File: config.mk
export PLATFORM = sky130hd
export DESIGN_NAME = scr_softstart_seq
export DESIGN_NICKNAME = d
export VERILOG_FILES = /design/src/rtl/scr_ss_pkg.sv /design/src/rtl/scr_ss_step.sv /design/src/rtl/scr_ss_pulse.sv /design/src/rtl/scr_softstart_seq.sv
export SDC_FILE = /design/constraint.sdc
export NUM_CORES = 1
export LEC_CHECK = 0
export ABC_CLOCK_PERIOD_IN_PS = 8600
export BUFFER_PORTS_ARGS = -buffer_cell sky130_fd_sc_hd__clkbuf_2
export CAP_MARGIN = 20
export CORE_MARGIN = 4
export CORE_UTILIZATION = 35
export CTS_CLUSTER_DIAMETER = 40
export CTS_CLUSTER_SIZE = 20
export DETAILED_ROUTE_END_ITERATION = 10
export MAX_ROUTING_LAYER = met4
export SYNTH_ARGS = -nofsm -noshare
export SYNTH_HDL_FRONTEND = slang
export SYNTH_SLANG_ARGS = --single-unit
File: constraint.sdc
create_clock -name clk -period 8.6 [get_ports clk]
set_clock_uncertainty 0.1 [all_clocks]
set_input_delay 0.86 -clock clk [delete_from_list [all_inputs] [get_ports clk]]
set_output_delay 0.86 -clock clk [all_outputs]
set_load 0.1 [all_outputs]
File: src/rtl/scr_ss_pkg.sv
package scr_ss_pkg;
    typedef enum logic [2:0] {
        SS_IDLE  = 3'd0,
        SS_ARMED = 3'd1,
        SS_WAIT  = 3'd2,
        SS_FIRE  = 3'd3,
        SS_FULL  = 3'd4
    } ss_state_e;
endpackage

File: src/rtl/scr_ss_step.sv
// Computes the delay for the half-cycle that begins at a zero crossing
// and decides whether phase control ends there.
module scr_ss_step #(
    parameter int W = 16
) (
    input  logic         first,
    input  logic [W-1:0] cur_delay,
    input  logic [W-1:0] max_delay,
    input  logic [W-1:0] step,
    input  logic [W-1:0] min_delay,
    output logic [W-1:0] next_delay,
    output logic         go_full
);
    logic [W:0] diff;
    logic       under;

    always_comb begin
        diff  = {1'b0, cur_delay} - {1'b0, step};
        under = diff[W];
        if (first) begin
            next_delay = max_delay;
        end else if (under) begin
            next_delay = '0;
        end else begin
            next_delay = diff[W-1:0];
        end
        go_full = (!first && under) || (next_delay < min_delay);
    end
endmodule

File: src/rtl/scr_ss_pulse.sv
// Gate pulse train: high for on_time cycles out of every period cycles.
module scr_ss_pulse #(
    parameter int W = 16
) (
    input  logic         clk,
    input  logic         rst_n,
    input  logic         run,
    input  logic [W-1:0] on_time,
    input  logic [W-1:0] period,
    output logic         active
);
    logic [W-1:0] pcnt;
    logic [W:0]   inc;

    assign inc = {1'b0, pcnt} + 1'b1;

    always_ff @(posedge clk or negedge rst_n) begin
        if (!rst_n) begin
            pcnt <= '0;
        end else if (!run) begin
            pcnt <= '0;
        end else if (inc >= {1'b0, period}) begin
            pcnt <= '0;
        end else begin
            pcnt <= inc[W-1:0];
        end
    end

    assign active = run && (pcnt < on_time);

    p_quiet_when_stopped_r5: assert property (@(posedge clk) disable iff (!rst_n)
        !run |-> !active);
    p_train_restarts_r5: assert property (@(posedge clk) disable iff (!rst_n)
        !run |=> (pcnt == '0));
endmodule

File: src/rtl/scr_softstart_seq.sv
module scr_softstart_seq #(
    parameter int W = 16
) (
    input  logic         clk,
    input  logic         rst_n,
    input  logic         start,
    input  logic         abort,
    input  logic         zc_strobe,
    input  logic         line_pos,
    input  logic [W-1:0] cfg_max_delay,
    input  logic [W-1:0] cfg_step,
    input  logic [W-1:0] cfg_min_delay,
    input  logic [W-1:0] cfg_pulse_on,
    input  logic [W-1:0] cfg_pulse_period,
    output logic         gate_pos,
    output logic         gate_neg,
    output logic         charge_done
);
    import scr_ss_pkg::*;

    ss_state_e    state, nxt_state;
    logic [W-1:0] max_q, step_q, min_q, on_q, per_q;
    logic [W-1:0] cur_delay, cnt;
    logic         pol;
    logic         stop_req, launch, at_cross;
    logic [W-1:0] next_delay;
    logic         go_full;
    logic         pulse_act;

    assign stop_req = abort || !start;
    assign launch   = (state == SS_IDLE) && !stop_req;
    assign at_cross = zc_strobe && !stop_req &&
                      (state == SS_ARMED || state == SS_WAIT || state == SS_FIRE);

    scr_ss_step #(.W(W)) u_step (
        .first      (state == SS_ARMED),
        .cur_delay  (cur_delay),
        .max_delay  (max_q),
        .step       (step_q),
        .min_delay  (min_q),
        .next_delay (next_delay),
        .go_full    (go_full)
    );

    scr_ss_pulse #(.W(W)) u_pulse (
        .clk     (clk),
        .rst_n   (rst_n),
        .run     (state == SS_FIRE),
        .on_time (on_q),
        .period  (per_q),
        .active  (pulse_act)
    );

    // Next-state logic
    always_comb begin
        nxt_state = state;
        unique case (state)
            SS_IDLE:  if (!stop_req) nxt_state = SS_ARMED;
            SS_ARMED: if (zc_strobe) nxt_state = go_full ? SS_FULL : SS_WAIT;
            SS_WAIT: begin
                if (zc_strobe)              nxt_state = go_full ? SS_FULL : SS_WAIT;
                else if (cnt >= cur_delay)  nxt_state = SS_FIRE;
            end
            SS_FIRE:  if (zc_strobe) nxt_state = go_full ? SS_FULL : SS_WAIT;
            SS_FULL:  nxt_state = SS_FULL;
            default:  nxt_state = SS_IDLE;
        endcase
        if (stop_req) nxt_state = SS_IDLE;
    end

    // State register
    always_ff @(posedge clk or negedge rst_n) begin
        if (!rst_n) state <= SS_IDLE;
        else        state <= nxt_state;
    end

    // Settings capture and half-cycle datapath
    always_ff @(posedge clk or negedge rst_n) begin
        if (!rst_n) begin
            max_q     <= '0;
            step_q    <= '0;
            min_q     <= '0;
            on_q      <= '0;
            per_q     <= '0;
            cur_delay <= '0;
            cnt       <= '0;
            pol       <= 1'b0;
        end else begin
            if (launch) begin
                max_q  <= cfg_max_delay;
                step_q <= cfg_step;
                min_q  <= cfg_min_delay;
                on_q   <= cfg_pulse_on;
                per_q  <= cfg_pulse_period;
            end
            if (at_cross) begin
                cur_delay <= next_delay;
                pol       <= line_pos;
                cnt       <= '0;
            end else if (state == SS_WAIT && cnt < cur_delay) begin
                cnt <= cnt + 1'b1;
            end
        end
    end

    // Outputs
    always_comb begin
        gate_pos    = 1'b0;
        gate_neg    = 1'b0;
        charge_done = 1'b0;
        unique case (state)
            SS_FULL: begin
                gate_pos    = 1'b1;
                gate_neg    = 1'b1;
                charge_done = 1'b1;
            end
            SS_FIRE: begin
                gate_pos = pol && pulse_act;
                gate_neg = !pol && pulse_act;
            end
            default: ;
        endcase
    end

    p_rail_exclusive_r3: assert property (@(posedge clk) disable iff (!rst_n)
        (gate_pos && gate_neg) |-> charge_done);
    p_abort_clears_r8: assert property (@(posedge clk) disable iff (!rst_n)
        (abort || !start) |=> (!gate_pos && !gate_neg && !charge_done));
    p_done_holds_r7: assert property (@(posedge clk) disable iff (!rst_n)
        (charge_done && start && !abort) |=> charge_done);
    p_done_on_cross_r7: assert property (@(posedge clk) disable iff (!rst_n)
        $rose(charge_done) |-> $past(zc_strobe));
    p_no_gate_while_waiting_r6: assert property (@(posedge clk) disable iff (!rst_n)
        (state == SS_IDLE || state == SS_ARMED || state == SS_WAIT) |-> (!gate_pos && !gate_neg));
    p_cfg_frozen_r9: assert property (@(posedge clk) disable iff (!rst_n)
        (state != SS_IDLE) |=> ($stable(max_q) && $stable(step_q) && $stable(min_q)));
    p_fire_from_wait_r2: assert property (@(posedge clk) disable iff (!rst_n)
        (state == SS_FIRE && $past(state) != SS_FIRE) |-> $past(state) == SS_WAIT);
endmodule

* Word level (Yosys, flattened, before mapping)
Index checks and enable logic that the tools add are counted.
** Cells by class
- $add $sub $neg :: 3
- $lt $le $gt $ge :: 5
- Equal/unequal tests :: 6
- Multiplexer cells :: 15
- Reductions and logical operators :: 20
** Operators with widths (number)
- 2-to-1 mux 16 bit :: 6
- < comparator 16 bit :: 3
- adder 16 x 1 -> 17 bit (second input constant) :: 1
- >= comparator 17 x 16 -> 1 bit :: 1
- subtractor 16 x 16 -> 17 bit :: 1
- adder 16 x 1 -> 16 bit (second input constant) :: 1
- >= comparator 16 bit :: 1
- 2-to-1 mux 3 bit :: 5
- one-hot mux 3 bit (4 select lines) :: 1
- logical AND 1 bit :: 8
- == test 3 x 2 -> 1 bit (second input constant) :: 2
- zero test 1 bit :: 4
- logical OR 1 bit :: 4
- inequality test 4 bit (second input constant) :: 1
- one-hot mux 1 bit (2 select lines) :: 2
- == test 3 x 1 -> 1 bit (second input constant) :: 1
- == test 3 bit (second input constant) :: 1
- zero test 3 bit :: 1
- inequality test 3 x 1 -> 1 bit (second input constant) :: 1
- AND reduction 2 bit :: 1
- nonzero test 2 bit :: 1
- OR reduction 2 bit :: 1
- 2-to-1 mux 1 bit :: 1
** Word-level totals
- Register bits after elaboration :: 132
- Input port bits :: 86
- Output and inout port bits :: 3
- Word-level logic and storage cells :: 59

* Depth between registers and ports, before layout
Gate-level depths: netlist (run 1).
- Word-level depth :: 9
- Depth in mapped cells :: 20
- Mapped depth without buffers :: 19

* By module
From an unflattened synthesis (run 1), not the netlist that was laid out.
** Unflattened totals
- Cell total of the unflattened synthesis :: 811
- Area total of the unflattened synthesis :: 8281.7 µm²
** By module, submodules not included
- scr_softstart_seq :: instances 1, cells an instance 424, area each 5142.4 µm²
- scr_ss_pulse :: instances 1, cells an instance 188, area each 1685.4 µm²
- scr_ss_step :: instances 1, cells an instance 199, area each 1453.9 µm²

* Worst setup path after synthesis (run 1)
OpenSTA, ideal clock, no wires.
- Path type :: reg2out
- Start point :: register u_pulse.pcnt[9]
- End point :: output gate_neg
- Arrival :: 3.766 ns
- Setup slack :: 3.874 ns
- Stages on the path, launching flop included :: 10
- Buffers on the path :: 0
- Cell sequence :: dfrtp_1 ha_1 a21oi_1 nor2b_1 o21ai_0 nand2b_1 a21oi_1 o21ai_0 a2111o_1 o21ai_0
** Between the ends
- Cells in the longest elaborated chain, start to end :: 4
** Ends and longest elaborated chain
- from (decl) :: line scr_ss_pulse.sv:12 : logic [W-1:0] pcnt;
- from (signal assigned) :: line scr_ss_pulse.sv:25 : pcnt <= inc[W-1:0];
- < comparator 16 bit :: line scr_ss_pulse.sv:29 : assign active = run && (pcnt < on_time);
- logical AND 1 bit :: line scr_ss_pulse.sv:29
- logical AND 1 bit :: line scr_softstart_seq.sv:119 : gate_neg = !pol && pulse_act;
- one-hot mux 1 bit (2 select lines) :: line scr_softstart_seq.sv:111 : unique case (state)
- to (decl) :: line scr_softstart_seq.sv:16 : output logic gate_neg,
No other way between the ends.

* Worst setup path in the final report (run 1)
- Start point :: register cur_delay[0]
- End point :: register state[1]
** Between the ends
- Cells in the longest elaborated chain, start to end :: 9
- Elaborated cells between the ends (all ways) :: 14
- Classes of those cells :: add/sub (1); order compare (2); eq/ne (1); mux (7); reduce/logical (3)
** Ends and longest elaborated chain
- from (decl) :: line scr_softstart_seq.sv:23 : logic [W-1:0] cur_delay, cnt;
- from (signal assigned) :: line scr_softstart_seq.sv:97 : cur_delay <= next_delay;
- subtractor 16 x 16 -> 17 bit * :: line scr_ss_step.sv:18 : diff = {1'b0, cur_delay} - {1'b0, step};
- 2-to-1 mux 16 bit * :: line scr_ss_step.sv:22 : end else if (under) begin
- 2-to-1 mux 16 bit * :: line scr_ss_step.sv:20 : if (first) begin
- named net next_delay[12] :: line scr_softstart_seq.sv:26 : logic [W-1:0] next_delay;
- < comparator 16 bit * :: line scr_ss_step.sv:27 : go_full = (!first && under) || (next_delay < min_delay);
- logical OR 1 bit * :: line scr_ss_step.sv:27
- 2-to-1 mux 3 bit * :: line scr_softstart_seq.sv:59, scr_softstart_seq.sv:61, scr_softstart_seq.sv:64
- 2-to-1 mux 3 bit (on tied branches) :: line scr_softstart_seq.sv:59, scr_softstart_seq.sv:64, scr_softstart_seq.sv:61
- one-hot mux 3 bit (4 select lines) * :: line scr_softstart_seq.sv:57 : unique case (state)
- 2-to-1 mux 3 bit * :: line scr_softstart_seq.sv:68 : if (stop_req) nxt_state = SS_IDLE;
- to (signal assigned) :: line scr_softstart_seq.sv:74 : else state <= nxt_state;
- to (decl) :: line scr_softstart_seq.sv:21 : ss_state_e state, nxt_state;
Mark *: on every way through the listed nets, which the timed path passes. The rest lies on a longest branch. The select of a mux whose other input is x is not followed.
A chain may end at the register's enable or synchronous reset.

==> results.txt, run 1 <==
* Hold slack final: ~0.30 ns
- Slowest Stage Delay on Critical Path: 0.73 ns
- Resized cells post-CTS: 0
* Count of endpoints failing setup in the final report: 0
* Number of filler cells placed in the layout: 2,130
- The average instance in the mapped netlist occupies ~10 um^2.
* Synth area leaders: sky130_fd_sc_hd__dfrtp_1, sky130_fd_sc_hd__ha_1, sky130_fd_sc_hd__mux2_2
- Number of cell instances on the worst register-to-register path: 19
- Cell type of the slowest stage on the worst timing path: sky130_fd_sc_hd__o41ai_2
- Worst Setup Path Type: flop to flop
- The first global-routing pass estimated 29,300 um of wire.
- Clock-pin slew was measured on the worst setup and hold paths at 0.06 ns.
- Count of hold-fix buffers inserted at cts: 0
- Capture instance of the worst register-to-register path: state[1]
* Number of diodes: 0
* Post-Route Setup TNS: 0 ns
- Worst Setup SP: cur_delay[0]
- Number of global-route vias before repair: approximately 5,800
- The Yosys step of the flow raised 0 warnings.
* Fraction of the mapped netlist area in simple logic gates: 0.115
- Worst Slack Setup Final: roughly 3.4 ns
* Area fraction of the dominant cell type after synthesis: 0.424
- In this run the tightest slew margin relative to its limit is 0.381.
- The synthesized design spends more area on one cell type than any other, namely sky130_fd_sc_hd__dfrtp_1.
- In the finished design, the share of the clock period the worst path needs comes to 0.606.
* Max-capacitance violation count: 0
- Of the total synthesized cell area, the portion taken by full adders, half adders and majority gates is 0.131.
- Leading cell type in the layout, fill and taps excluded: sky130_fd_sc_hd__dfrtp_1
- P per Cell Area: between 200 and 300 nW/um^2
- Cells after Synth: around 750
* Die span in x: 157 um
- Relative area change from synthesis to final layout: 17.8%
* Critical path startpoint category: flop
- Area taken by flip-flops and latches: 3300 um^2
* H-tree levels: 4
- The portion of synthesized area spent on multiplexers is 0.128.
- Async SR Flop Fraction: 1.00
- Mapped Area: a little under 8000 um^2
- Largest family of logic cells by synthesized area: adder cells
* Post-synthesis register bit count: between 100 and 150
* Count of flip-flops with a built-in enable after synthesis: 0
- The initial utilization of the core area, before any placement, comes to 0.356.
- Buffers added to address setup during post-CTS repair amount to 0.
- Total Power: between 2 and 2.5 mW
* Cell chosen for the clock root: sky130_fd_sc_hd__clkbuf_16
- Total die area: 24,700 um^2
- Combined area of the multi-input logic cells: 4110 um^2
* Cell-by-cell trace of the critical path: inv_1 -> ha_1 -> fa_1 -> nor2b_1 -> o31a_2 -> o221ai_1 -> o41ai_2 -> nor2b_1 -> inv_1 -> o21ai_0 -> ha_1 -> nand3_1 -> o211ai_1 -> o22ai_1 -> o221ai_1 -> and3_1 -> o22ai_1 -> or3_1 -> a21oi_1
* Core utilization of the finished layout: 0.419
- The hold violation total from the final report came to 0.
- In this run, the number of DRC markers left after iteration 0 of detailed routing was 254.
- Leak pwr: 4.48 nW
* Standard cell area after detailed placement: 8560 um^2
* Minimum period implied by the final worst setup slack: 5.21 ns
- The library cells used most frequently in the layout, excluding fill and tap cells, are sky130_fd_sc_hd__dfrtp_1, sky130_fd_sc_hd__inv_1, sky130_fd_sc_hd__mux2_2, sky130_fd_sc_hd__clkbuf_2, sky130_fd_sc_hd__ha_1.
- Hold Crit Class: input pin to async pin
- After detailed routing, the average wire length per cell comes to roughly 16 um.
* Post-Synth XOR/XNOR Area: 0.0449
- Arrival time at the worst endpoint: 5.45 ns
- In this run the critical register-to-register path is launched from cur_delay[0].
- The core region is 21,900 um^2.
- Number of nets in the layout: 1,011
- Core Rows: 54
- In this run the remaining antenna-violating nets after routing total 0.
* Number of buffers created by CTS: 17
* Proportion of synthesized chip area in sequential cells: 0.424
- The number of antenna violations at the first check in global routing was 0.
- The worst setup path is captured at a flop.
- CTS tree: yes
- Routability-driven placement finished with a final weighted congestion of 0.891.
- Maximum vdd ir drop: between 0.1 and 0.15 mV
- For flop-to-flop paths, the worst setup slack is 3.39 ns.
* Number of nets in the synthesized netlist: 918
- Worst-Margin Slew: 0.929 ns
- Unique masters post-synth: between 50 and 60
- DRC violation count after routing: 0
- The flow ran to the end, and the final reports show no timing, DRC or antenna violations.
- Pre-Repair DR Iteration Count: 4
* Clock Latency Late Sink: around 0.42 ns
* Post-route design area: 9180 um^2
* Share of cells above drive strength 1: 0.261
* Largest net degree at the start of global routing: 81
- Among all flip-flop cells after synthesis, the most frequent one is sky130_fd_sc_hd__dfrtp_1.
- CTS saw around 130 sinks.
- CTS Buffer Depth: 2
- OpenSTA, run right after detailed placement, puts the worst setup slack at 3.46 ns.
- Sum of overflow across all layers after global routing: 0
* Routed via count: 5,662
* Achievable frequency: between 150 and 200 MHz
- Destination of the critical timing path: state[1]
- CP required: 8.84 ns
- RSZ-0062 raised after global routing: false
- Detailed placement ended at an HPWL of 13,300 um.
* Number of vias per cell after detailed routing: 4.98
- Number of instances in the placed design: 1,104
* Complex-gate fraction of the synthesized area: 0.105
- Count of pins over their slew limit: 0
- Of all nets on the critical path, the largest fanout is 8.
- The count of buffers added on input and output ports is 88.
* WL final: 17,700 um
- Overall global routing resource usage: 0.154
- 89 I/O pins were placed.
* Die Y: 157 um
- After the flow finishes, the layout carries non-filler instances totaling 1,137.
[cell families after synthesis]
logic type	count (synthesis)
compound gates	124
xor+xnor	40
fa+ha+maj	81
buf+inv	106
flops	132
mux	89
simple gates	179
[cell usage after synthesis, types with 2 or more instances]
cell type and number:
sky130_fd_sc_hd__nor4_1 3, sky130_fd_sc_hd__nor2_1 42, sky130_fd_sc_hd__o31a_1 2, sky130_fd_sc_hd__and4_1 2, sky130_fd_sc_hd__nand3_1 21, sky130_fd_sc_hd__nor2b_1 21
sky130_fd_sc_hd__a211o_1 2, sky130_fd_sc_hd__inv_1 88, sky130_fd_sc_hd__o21ai_0 36, sky130_fd_sc_hd__nor3_1 5, sky130_fd_sc_hd__a22o_1 7, sky130_fd_sc_hd__o211ai_1 3
sky130_fd_sc_hd__a2111o_1 2, sky130_fd_sc_hd__nand2b_1 4, sky130_fd_sc_hd__and3_1 12, sky130_fd_sc_hd__dfrtp_1 132, sky130_fd_sc_hd__a211oi_1 6, sky130_fd_sc_hd__o221ai_1 3
sky130_fd_sc_hd__a31oi_1 2, sky130_fd_sc_hd__clkbuf_1 10, sky130_fd_sc_hd__a21o_1 6, sky130_fd_sc_hd__xnor2_1 17, sky130_fd_sc_hd__buf_1 7, sky130_fd_sc_hd__ha_1 80
sky130_fd_sc_hd__mux2_2 88, sky130_fd_sc_hd__o21a_1 11, sky130_fd_sc_hd__nand2_1 46, sky130_fd_sc_hd__o22ai_1 3, sky130_fd_sc_hd__or3_1 2, sky130_fd_sc_hd__a21oi_1 26
sky130_fd_sc_hd__nand4_1 12, sky130_fd_sc_hd__xor2_1 23
[power by group]
group,total [mW],switching (mW),internal (mW),leakage (nW)
Combinational,0.864,0.470,0.394,2.58
Clock,0.725,0.288,0.437,0.273
Sequential,0.846,0.0930,0.753,1.62
Total,2.43,0.851,1.58,4.48
[worst max-delay path, delay by kind of cell (launching register included)]
kind | cells | cell delay [ns]
compound gates | 9 | 2.17
simple gates | 5 | 1.37
fa+ha+maj | 3 | 0.84
flops | 1 | 0.36
buf+inv | 2 | 0.28
[per-layer routing]
metal,wire length [um],vias up,global-route usage
met5,0,-,-
met2,8290,121,0.237
li1,-,2818,-
met1,8210,2699,0.203
met3,813,24,0.0322
met4,350,0,0.0520
[registers in the layout, summed over array words and instances (netlist names)]
signal,count
cnt,16
cur_delay,16
max_q,16
min_q,16
on_q,16
per_q,16
pol,1
state,3
step_q,16
u_pulse.pcnt,16
[worst min path at each step]
| stage | start | endpoint | slack (ns) | cells after the start |
|---|---|---|---|---|
| CTS | rst_n | max_q[2] | 0.33 | 1 |
| finish | rst_n | max_q[2] | 0.30 | 1 |
| global placement | on_q[11] | on_q[11] | 0.39 | 1 |
| floorplan | min_q[0] | min_q[0] | 0.38 | 1 |
| detailed placement | per_q[10] | per_q[10] | 0.39 | 1 |
| global route | rst_n | max_q[2] | 0.35 | 1 |
[cell type report]
class | count | area share
tap | 280 | 0.0382
clock buffer | 18 | 0.0478
sequential | 132 | 0.360
inverter | 88 | 0.0360
clock inverter | 14 | 0.0166
multi-input combinational | 513 | 0.447
timing repair buffer | 92 | 0.0541
Note: power is estimated with default switching activity, not from simulation.
==> run 2, diff against run 1 <==
- ABC_AREA: default -> 1
- ABC_CLOCK_PERIOD_IN_PS: 8600 -> 4400
- clock period: 8.6 -> 4.4 ns (I/O delays scaled with it)
==> run 2 against run 1 <==
  * Global-route usage up 0.80 points
  * Via count rose by 13%
  * Clock power increased by 110%
  * Routed wire length rose by 7.9%
  * Setup slack got worse by 2.8 ns
  * Critical endpoint is now u_pulse.pcnt[15]
  * First-iteration DRC count rose by 12%
  * Flip-flop and latch count did not move
  * Utilization is 0.52 points higher
==> results.txt, run 2 <==
- Result of the run: completed
* Commonest cells after routing, fill and taps aside: sky130_fd_sc_hd__inv_1, sky130_fd_sc_hd__nand2_1, sky130_fd_sc_hd__dfrtp_1, sky130_fd_sc_hd__a21oi_1, sky130_fd_sc_hd__nor2_1
* Critical path startpoint category: flop
* Count of hold-fix buffers inserted at cts: 0 (unchanged)
* Number of filler cells placed in the layout: 2,234 (+4.9%)
* Leak pwr: 4.79 nW (+6.9%)
- Port bufs: 88 (unchanged)
- The number of H-tree branching levels is 4 (unchanged).
- The detailed-route wire length per cell is 14.3 um (-8.1%).
* Arrival time at the worst endpoint: 4.03 ns (-1.42 ns)
* Count of pins over their slew limit: 0 (unchanged)
- The total wire length after detailed routing is 19,100 um (+7.9%).
- The clock tree buffer depth was 2 (unchanged).
- RSZ-0062 raised after global routing: false
- The number of enable-type register cells in the synthesized netlist was 0 (unchanged).
- The number of nets in the final layout is 1,210 (+20%).
- The total half-perimeter wirelength after legalization and detailed placement is 14,500 um (+9.6%).
- The synthesized cell area was 7930 um^2 (+1.8%).
- The design internal power is 3.08 mW (+95%).
- The normalized max-slew margin is 0.595 (+0.214).
- The clock buffer count from CTS is 17 (unchanged).
- Number of buffers added for setup after CTS: 0 (unchanged)
- The average footprint of a synthesized cell came to 8.33 um^2 (-20%).
* CTS tree: yes
- The hold violation total from the final report is 0 (unchanged).
* Post-Route Setup TNS: 0 ns (unchanged)
- Synth area leaders: sky130_fd_sc_hd__dfrtp_1, sky130_fd_sc_hd__ha_1, sky130_fd_sc_hd__a21oi_1
* Async SR Flop Fraction: 1.00 (unchanged)
- Share of cells above drive strength 1: 0.177 (-0.0843)
- Max-capacitance violation count: 0 (unchanged)
- DRC violation count after routing: 0 (unchanged)
* Fraction of power consumed by the clock network: 0.324 (+0.026)
* Share of total power consumed by net switching: 0.355 (+0.00577)
- The die outline width came to 159 um (+0.84%).
- The placer congestion estimate came to 0.859 (-3.5%).
* Count of endpoints failing setup in the final report: 0 (unchanged)
- The final period demand of the worst path is 3.79 ns (-1.42 ns).
- Worst Setup Path Type: flop to flop
* Nature of the critical path endpoint: flop
- Sum of overflow across all layers after global routing: 0 (unchanged)
- Number of nets in the synthesized netlist: 1,120 (+22%)
- Number of diodes: 0 (unchanged)
- The power density normalized to cell area was 510 nW/um^2 (+92%).
- The tightest min-delay check is of the input pin to flop type.
- Routed via count: 6,404 (+13%)
- The switching power of the nets came to 1.70 mW (+100%).
- The area of the core came to 22,100 um^2 (+0.93%).
* I/O pin count: 89 (unchanged)
- The final worst-path setup slack was 0.611 ns (-2.78 ns).
- Wire length of the first global-routing pass: 31,000 um (+5.7%)
- The global routing usage summed across all routing layers was 0.162 (+0.00798).
- The post-route antenna net violation count came to 0 (unchanged).
- Die Y: 159 um (+0.84%)
- The worst setup slack after placement came to 0.643 ns (-2.82 ns).
- Clock Latency Late Sink: 0.43 ns (about the same)
* Leading cell type in the layout, fill and taps excluded: sky130_fd_sc_hd__inv_1
- Unique masters post-synth: 50 (-15%)
- Sorting the synthesized cells by how often they occur yields sky130_fd_sc_hd__inv_1, sky130_fd_sc_hd__nand2_1, sky130_fd_sc_hd__dfrtp_1.
- Final cell count without fillers: 1,336 (+18%)
- Most common cell in the netlist: sky130_fd_sc_hd__inv_1
* Pre-Repair DR Iteration Count: 5 (+1)
- Number of warnings reported in the yosys synthesis log: 0 (unchanged)
* Resized cells post-CTS: 0 (unchanged)
- Final Cycle Share: 0.861 (+0.255)
* Maximum vdd ir drop: 0.230 mV (+100%)
* Achievable frequency: 264 MHz (+38%)
- The endpoint required time on the critical path is 4.64 ns (-4.20 ns).
- Initial antenna violation count: 0 (unchanged)
- The relative contribution of combinational cells to total power was 0.341 (-0.014).
* TritonCTS sink count: 132 (unchanged)
- Number of DRC markers in iteration 0: 285 (+12%)
* Worst-Margin Slew: 0.592 ns (-0.337 ns)
- The number of global-route vias before repair came to 6,199 (+7.5%).
* Proportion of synthesized chip area in sequential cells: 0.416 (-0.00742)
- The biggest fanout along the worst timing path is 16 (+8).
* Clock transition at the registers of the reported paths: 0.07 ns (about the same)
- Core Rows: 54 (unchanged)
- Total die area: 25,100 um^2 (+1.7%)
- The vias per cell came to 4.79 (-3.7%).
* Top_reg_cell synth: sky130_fd_sc_hd__dfrtp_1
- The largest total area in the synthesized netlist belongs to sky130_fd_sc_hd__dfrtp_1.
- Post-synthesis register bit count: 132 (unchanged)
* Reg power frac: 0.335 (-0.012)
- Cells after Synth: 953 (+27%)
* Largest net degree at the start of global routing: 129 (+59%)
- Relative to the synthesized area, the layout overhead comes to 18.2%.
- Cell chosen for the clock root: sky130_fd_sc_hd__clkbuf_16
* Number of instances in the placed design: 1,302 (+18%)
- Effective utilization at floorplan: 0.359 (+0.00302)
- Area fraction of the dominant cell type after synthesis: 0.416 (-0.00742)
[run 2: cell count changes after synthesis, sizes merged, moves of 6 or more]
| cell | before | now |
|---|---|---|
| buf | 8 | 2 |
| o21ai | 37 | 53 |
| inv | 88 | 151 |
| nand2 | 46 | 145 |
| a21oi | 26 | 108 |
| nor2 | 42 | 124 |
| a22o | 7 | 0 |
| xor2 | 23 | 11 |
| nor2b | 21 | 0 |
| nor3 | 7 | 13 |
| o21a | 11 | 5 |
| clkbuf | 10 | 21 |
| mux2 | 88 | 19 |
| and3 | 12 | 0 |
[run 2: area by class of cell]
class	count	area, um^2	area share
inverters	153	574	0.0612
flip-flops and latches	132	3300	0.352
repair buffers	94	527	0.0562
clock inverters	13	196	0.0209
multi-input cells	645	3990	0.425
well taps	280	350	0.0373
clock buffers	19	443	0.0472
[run 2: final timing paths]
path,end,cells past startpoint,slack [ns],startpoint
max in group asynchronous,on_q[13],4,2.73,rst_n
setup reg to reg,u_pulse.pcnt[15],18,0.61,u_pulse.pcnt[0]
setup / recovery,u_pulse.pcnt[15],18,0.61,u_pulse.pcnt[0]
hold / removal,max_q[11],2,0.14,cfg_max_delay[11]
min in group asynchronous,max_q[5],2,0.42,rst_n
hold reg to reg,max_q[0],1,0.41,max_q[0]
[run 2: layer usage]
| metal | part of all wire | GRT usage | vias up | routed length, um |
|---|---|---|---|---|
| li1 | - | - | 3296 | - |
| met1 | 0.49 | 0.226 | 2986 | 9430 |
| met2 | 0.45 | 0.240 | 105 | 8630 |
| met3 | 0.040 | 0.0296 | 17 | 770 |
| met4 | 0.013 | 0.0479 | 0 | 243 |
| met5 | 0 | - | - | 0 |
[run 2: through the flow]
stage               power, mW  instance area, um^2  utilization  hold slack (ns)
global route             5.15                 9380        0.425            0.146
global placement         3.21                 8700        0.394            0.390
CTS                      4.82                 9340        0.423           0.0963
detailed placement       3.25                 8700        0.394            0.397
finish                   4.78                 9380        0.425            0.142
floorplan                2.81                 7930            -           0.0444
[run 2: worst max-delay path, stage by stage (launching register included)]
cell	delay, ns
sky130_fd_sc_hd__dfrtp_1	0.43
sky130_fd_sc_hd__ha_1	0.21
sky130_fd_sc_hd__nand3_1	0.12
sky130_fd_sc_hd__nor2_1	0.17
sky130_fd_sc_hd__nand3_1	0.13
sky130_fd_sc_hd__nor2_2	0.13
sky130_fd_sc_hd__inv_2	0.05
sky130_fd_sc_hd__nor2_2	0.12
sky130_fd_sc_hd__nand3_2	0.10
sky130_fd_sc_hd__xor2_1	0.21
sky130_fd_sc_hd__inv_1	0.07
sky130_fd_sc_hd__ha_1	0.29
sky130_fd_sc_hd__nand2_1	0.10
sky130_fd_sc_hd__nor2_1	0.09
sky130_fd_sc_hd__nand4_1	0.08
sky130_fd_sc_hd__nor2_1	0.04
sky130_fd_sc_hd__a2111oi_0	0.55
sky130_fd_sc_hd__nand3_2	0.50
sky130_fd_sc_hd__nor2_1	0.22
[run 2: cells by family after synthesis]
family / after synthesis / share of synthesized area
XOR/XNOR: 23 / 0.0263
buffers and inverters: 176 / 0.0839
AND/OR/NAND/NOR: 332 / 0.188
flip-flops: 132 / 0.416
AO/OA/AOI/OAI: 190 / 0.130
adder cells (fa/ha/maj): 81 / 0.129
multiplexers: 19 / 0.0270
[run 2: power groups by stage]
| stage | clock, mW | combinational, mW | sequential [mW] |
|---|---|---|---|
| finish | 1.55 | 1.63 | 1.60 |
| detailed placement | 0 | 1.63 | 1.62 |
| global placement | 0 | 1.59 | 1.61 |
| global route | 1.63 | 1.89 | 1.63 |
| floorplan | 0 | 1.23 | 1.58 |
| CTS | 1.58 | 1.64 | 1.60 |
==> run 3, diff against run 2 <==
==> constraint.sdc (replaced) <==
create_clock -name clk -period 4.4 [get_ports clk]
set_clock_uncertainty 0.1 [all_clocks]
set_input_delay 0.22 -clock clk [delete_from_list [all_inputs] [get_ports clk]]
set_output_delay 0.22 -clock clk [all_outputs]
set_load 0.1 [all_outputs]
==> run 3 against run 2 <==
  * Largest power group unchanged
  * Setup slack improved by 0.037 ns
  * Sequential share of layout area decreased by 2.8 points
  * Highest routed layer unchanged
  * Hold slack about the same
  * Routed wire length increased by 4.5%
  * Global-route usage increased by 0.88 points
  * Critical path type unchanged
  * Final area increased by 8.6%
  * Cell count increased by 6.1%
  * Register-to-register slack improved by 0.04 ns
  * Combinational power increased by 4%
==> results.txt, run 3 (synthesis gave the netlist of run 2 again) <==
- The placer congestion estimate is 0.834 (-3.0%).
- The routed via count was 6,642 (+3.7%).
- The clock tree buffer depth was 2 (unchanged).
- Largest net degree at the start of global routing: 103 (-20%)
- The total count of max-transition violations in the final report is 0 (unchanged).
- The global-route wire length before repair is 32,900 um (+6.2%).
* Max-capacitance violation count: 0 (unchanged)
- The utilization after layout came to 0.461 (+0.0367).
- The final period demand of the worst path was 3.75 ns (-0.0373 ns).
- Maximum fanout encountered on the critical timing path: 12 (-4)
- Number of routed nets with antenna violations: 0 (unchanged)
- Effective utilization at floorplan: 0.359 (unchanged)
- The number of resized instances in the post-cts repair step was 0 (unchanged).
- The height of the die was 159 um (unchanged).
- Initial antenna violation count: 0 (unchanged)
- The total power draw was 4.88 mW (+2.1%).
- Number of global-route vias before repair: 6,666 (+7.5%)
* Wire length on met1: 9840 um (+4.4%)
* WL final: 19,900 um (+4.5%)
- RSZ-0062 raised after global routing: false
* Total die area: 25,100 um^2 (unchanged)
- Final Cycle Share: 0.853 (-0.00849)
- The iteration-0 DRC count of the detailed router was 243 (-15%).
- The number of buffer cells added on primary ports was 88 (unchanged).
- The detailed-route wire length per cell came to 14.0 um (-1.6%).
- The setup-violating endpoint count in the final report is 0 (unchanged).
- Critical path startpoint category: flop
- The worst supply voltage drop on vdd came to 0.244 mV (+6.3%).
- Achievable frequency: 267 MHz (+1.0%)
- Arrival time at the worst endpoint: 4.00 ns (-0.03 ns)
- The number of search-and-repair iterations in the first detailed-routing pass was 5 (unchanged).
- The routed length on met3 was 544 um (-29%).
* Number of vias per cell after detailed routing: 4.68 (-2.3%)
* Die span in x: 159 um (unchanged)
- Uppermost layer routed: met4
- The number of nets in the final layout came to 1,292 (+6.8%).
- The library cell used most frequently in the layout, excluding fill and tap cells, is sky130_fd_sc_hd__inv_1.
* Sum of overflow across all layers after global routing: 0 (unchanged)
- CP required: 4.65 ns (about the same)
- The global routing usage summed across all routing layers was 0.171 (+0.00883).
* DRC violation count after routing: 0 (unchanged)
* Relative area change from synthesis to final layout: 28.4%
- Post-Route Setup TNS: 0 ns (unchanged)
- TritonCTS sink count: 132 (unchanged)
* Clock transition at the registers of the reported paths: 0.06 ns (about the same)
- Worst Setup Path Type: flop to flop
- The total length of routed met2 wires is 9150 um (+6.0%).
- Result of the run: completed
- The area of the core came to 22,100 um^2 (unchanged).
* HPWL after DPL: 14,700 um (+1.2%)
- The diode insertion count for antenna repair came to 0 (unchanged).
- Cell chosen for the clock root: sky130_fd_sc_hd__clkbuf_16
- P per Cell Area: 479 nW/um^2 (-6.0%)
- Count of final hold-check violations: 0 (unchanged)
- Nature of the critical path endpoint: flop
- Core Rows: 54 (unchanged)
- Number of buffers created by CTS: 17 (unchanged)
- In this run the worst hold path is classified as input pin to flop.
- The number of H-tree branching levels is 4 (unchanged).
- Commonest cells after routing, fill and taps aside: sky130_fd_sc_hd__inv_1, sky130_fd_sc_hd__nand2_1, sky130_fd_sc_hd__dfrtp_1, sky130_fd_sc_hd__a21oi_1, sky130_fd_sc_hd__nor2_1
* Share of cells above drive strength 1: 0.165 (-0.0119)
- The transition at the pin with the smallest max-transition slack came to 0.968 ns (+0.376 ns).
- The normalized max-slew margin is 0.355 (-0.240).
* Leak pwr: 5.13 nW (+7.0%)
* CTS tree: yes
* I/O pin count: 89 (unchanged)
* Clock Latency Late Sink: 0.42 ns (about the same)
[run 3: cell types whose count changed in the layout (fill, tap and decap cells not counted), sizes merged]
cell | previous run | this run
dlygate4sd3 | 1 | 83
bufinv | 4 | 5
clkbuf | 106 | 105
inv | 155 | 154
clkinvlp | 1 | 2
[run 3: final timing paths]
path | startpoint | end | slack (ns) | depth (start not counted)
max in group asynchronous | rst_n | cnt[5] | 2.86 | 3
worst max-delay path | cur_delay[0] | state[2] | 0.65 | 25
min in group asynchronous | rst_n | min_q[3] | 0.35 | 2
worst min-delay path | abort | state[1] | 0.14 | 4
worst min register to register | max_q[8] | max_q[8] | 0.41 | 1
worst max register to register | cur_delay[0] | state[2] | 0.65 | 25
[run 3: layout make-up]
type	count	area (um^2)
Clock buffer	18	439
Clock inverter	14	223
Fill cell	2113	11900
Inverter	153	574
Multi-Input combinational cell	645	3990
Sequential cell	132	3300
Tap cell	280	350
Timing Repair Buffer	176	1320
[run 3: power by group]
group / internal [mW] / switching, mW / leakage (nW)
clock: 1.03 / 0.558 / 0.318
sequential: 1.47 / 0.133 / 1.57
combinational: 0.682 / 1.01 / 3.24
total: 3.18 / 1.70 / 5.13
[run 3: what timing repair did]
item	CTS	global route
hold buffers	83	0
hold endpoints to repair	183	0
setup buffers	0	0
[run 3: routing by layer]
layer | GRT usage | vias to the layer above
met1 | 0.228 | 3055
met4 | 0.0617 | 0
li1 | - | 3465
met3 | 0.0258 | 27
met2 | 0.264 | 95
met5 | - | -
[run 3: critical path: stages (launching register included)]
cell and delay, ns:
sky130_fd_sc_hd__dfrtp_1 0.38, sky130_fd_sc_hd__inv_1 0.05, sky130_fd_sc_hd__ha_1 0.21, sky130_fd_sc_hd__fa_1 0.37
sky130_fd_sc_hd__inv_1 0.07, sky130_fd_sc_hd__nand2_1 0.07, sky130_fd_sc_hd__nand2_1 0.09, sky130_fd_sc_hd__nand3_1 0.07
sky130_fd_sc_hd__nand2_1 0.12, sky130_fd_sc_hd__nand2_1 0.06, sky130_fd_sc_hd__nand2_1 0.07, sky130_fd_sc_hd__inv_1 0.06
sky130_fd_sc_hd__nor2_2 0.20, sky130_fd_sc_hd__inv_2 0.15, sky130_fd_sc_hd__o21ai_1 0.21, sky130_fd_sc_hd__ha_1 0.27
sky130_fd_sc_hd__a21oi_1 0.14, sky130_fd_sc_hd__nor2_1 0.05, sky130_fd_sc_hd__a211oi_1 0.21, sky130_fd_sc_hd__o221a_2 0.22
sky130_fd_sc_hd__nand2_1 0.09, sky130_fd_sc_hd__nand2_1 0.10, sky130_fd_sc_hd__nand2_1 0.07, sky130_fd_sc_hd__nor2_1 0.09
sky130_fd_sc_hd__nor2_1 0.05, sky130_fd_sc_hd__nor2_1 0.09
[run 3: stage by stage]
stage | area, um^2 | setup WS, ns | hold WS, ns | std cells
floorplan | 7930 | 0.738 | -0.176 | 953
global placement | 8700 | 0.838 | 0.316 | 1303
detailed placement | 8700 | 0.670 | 0.310 | 1303
CTS | 10200 | 0.654 | 0.109 | 1418
global route | 10200 | 0.167 | 0.135 | 1418
finish | 10200 | 0.649 | 0.141 | 1418
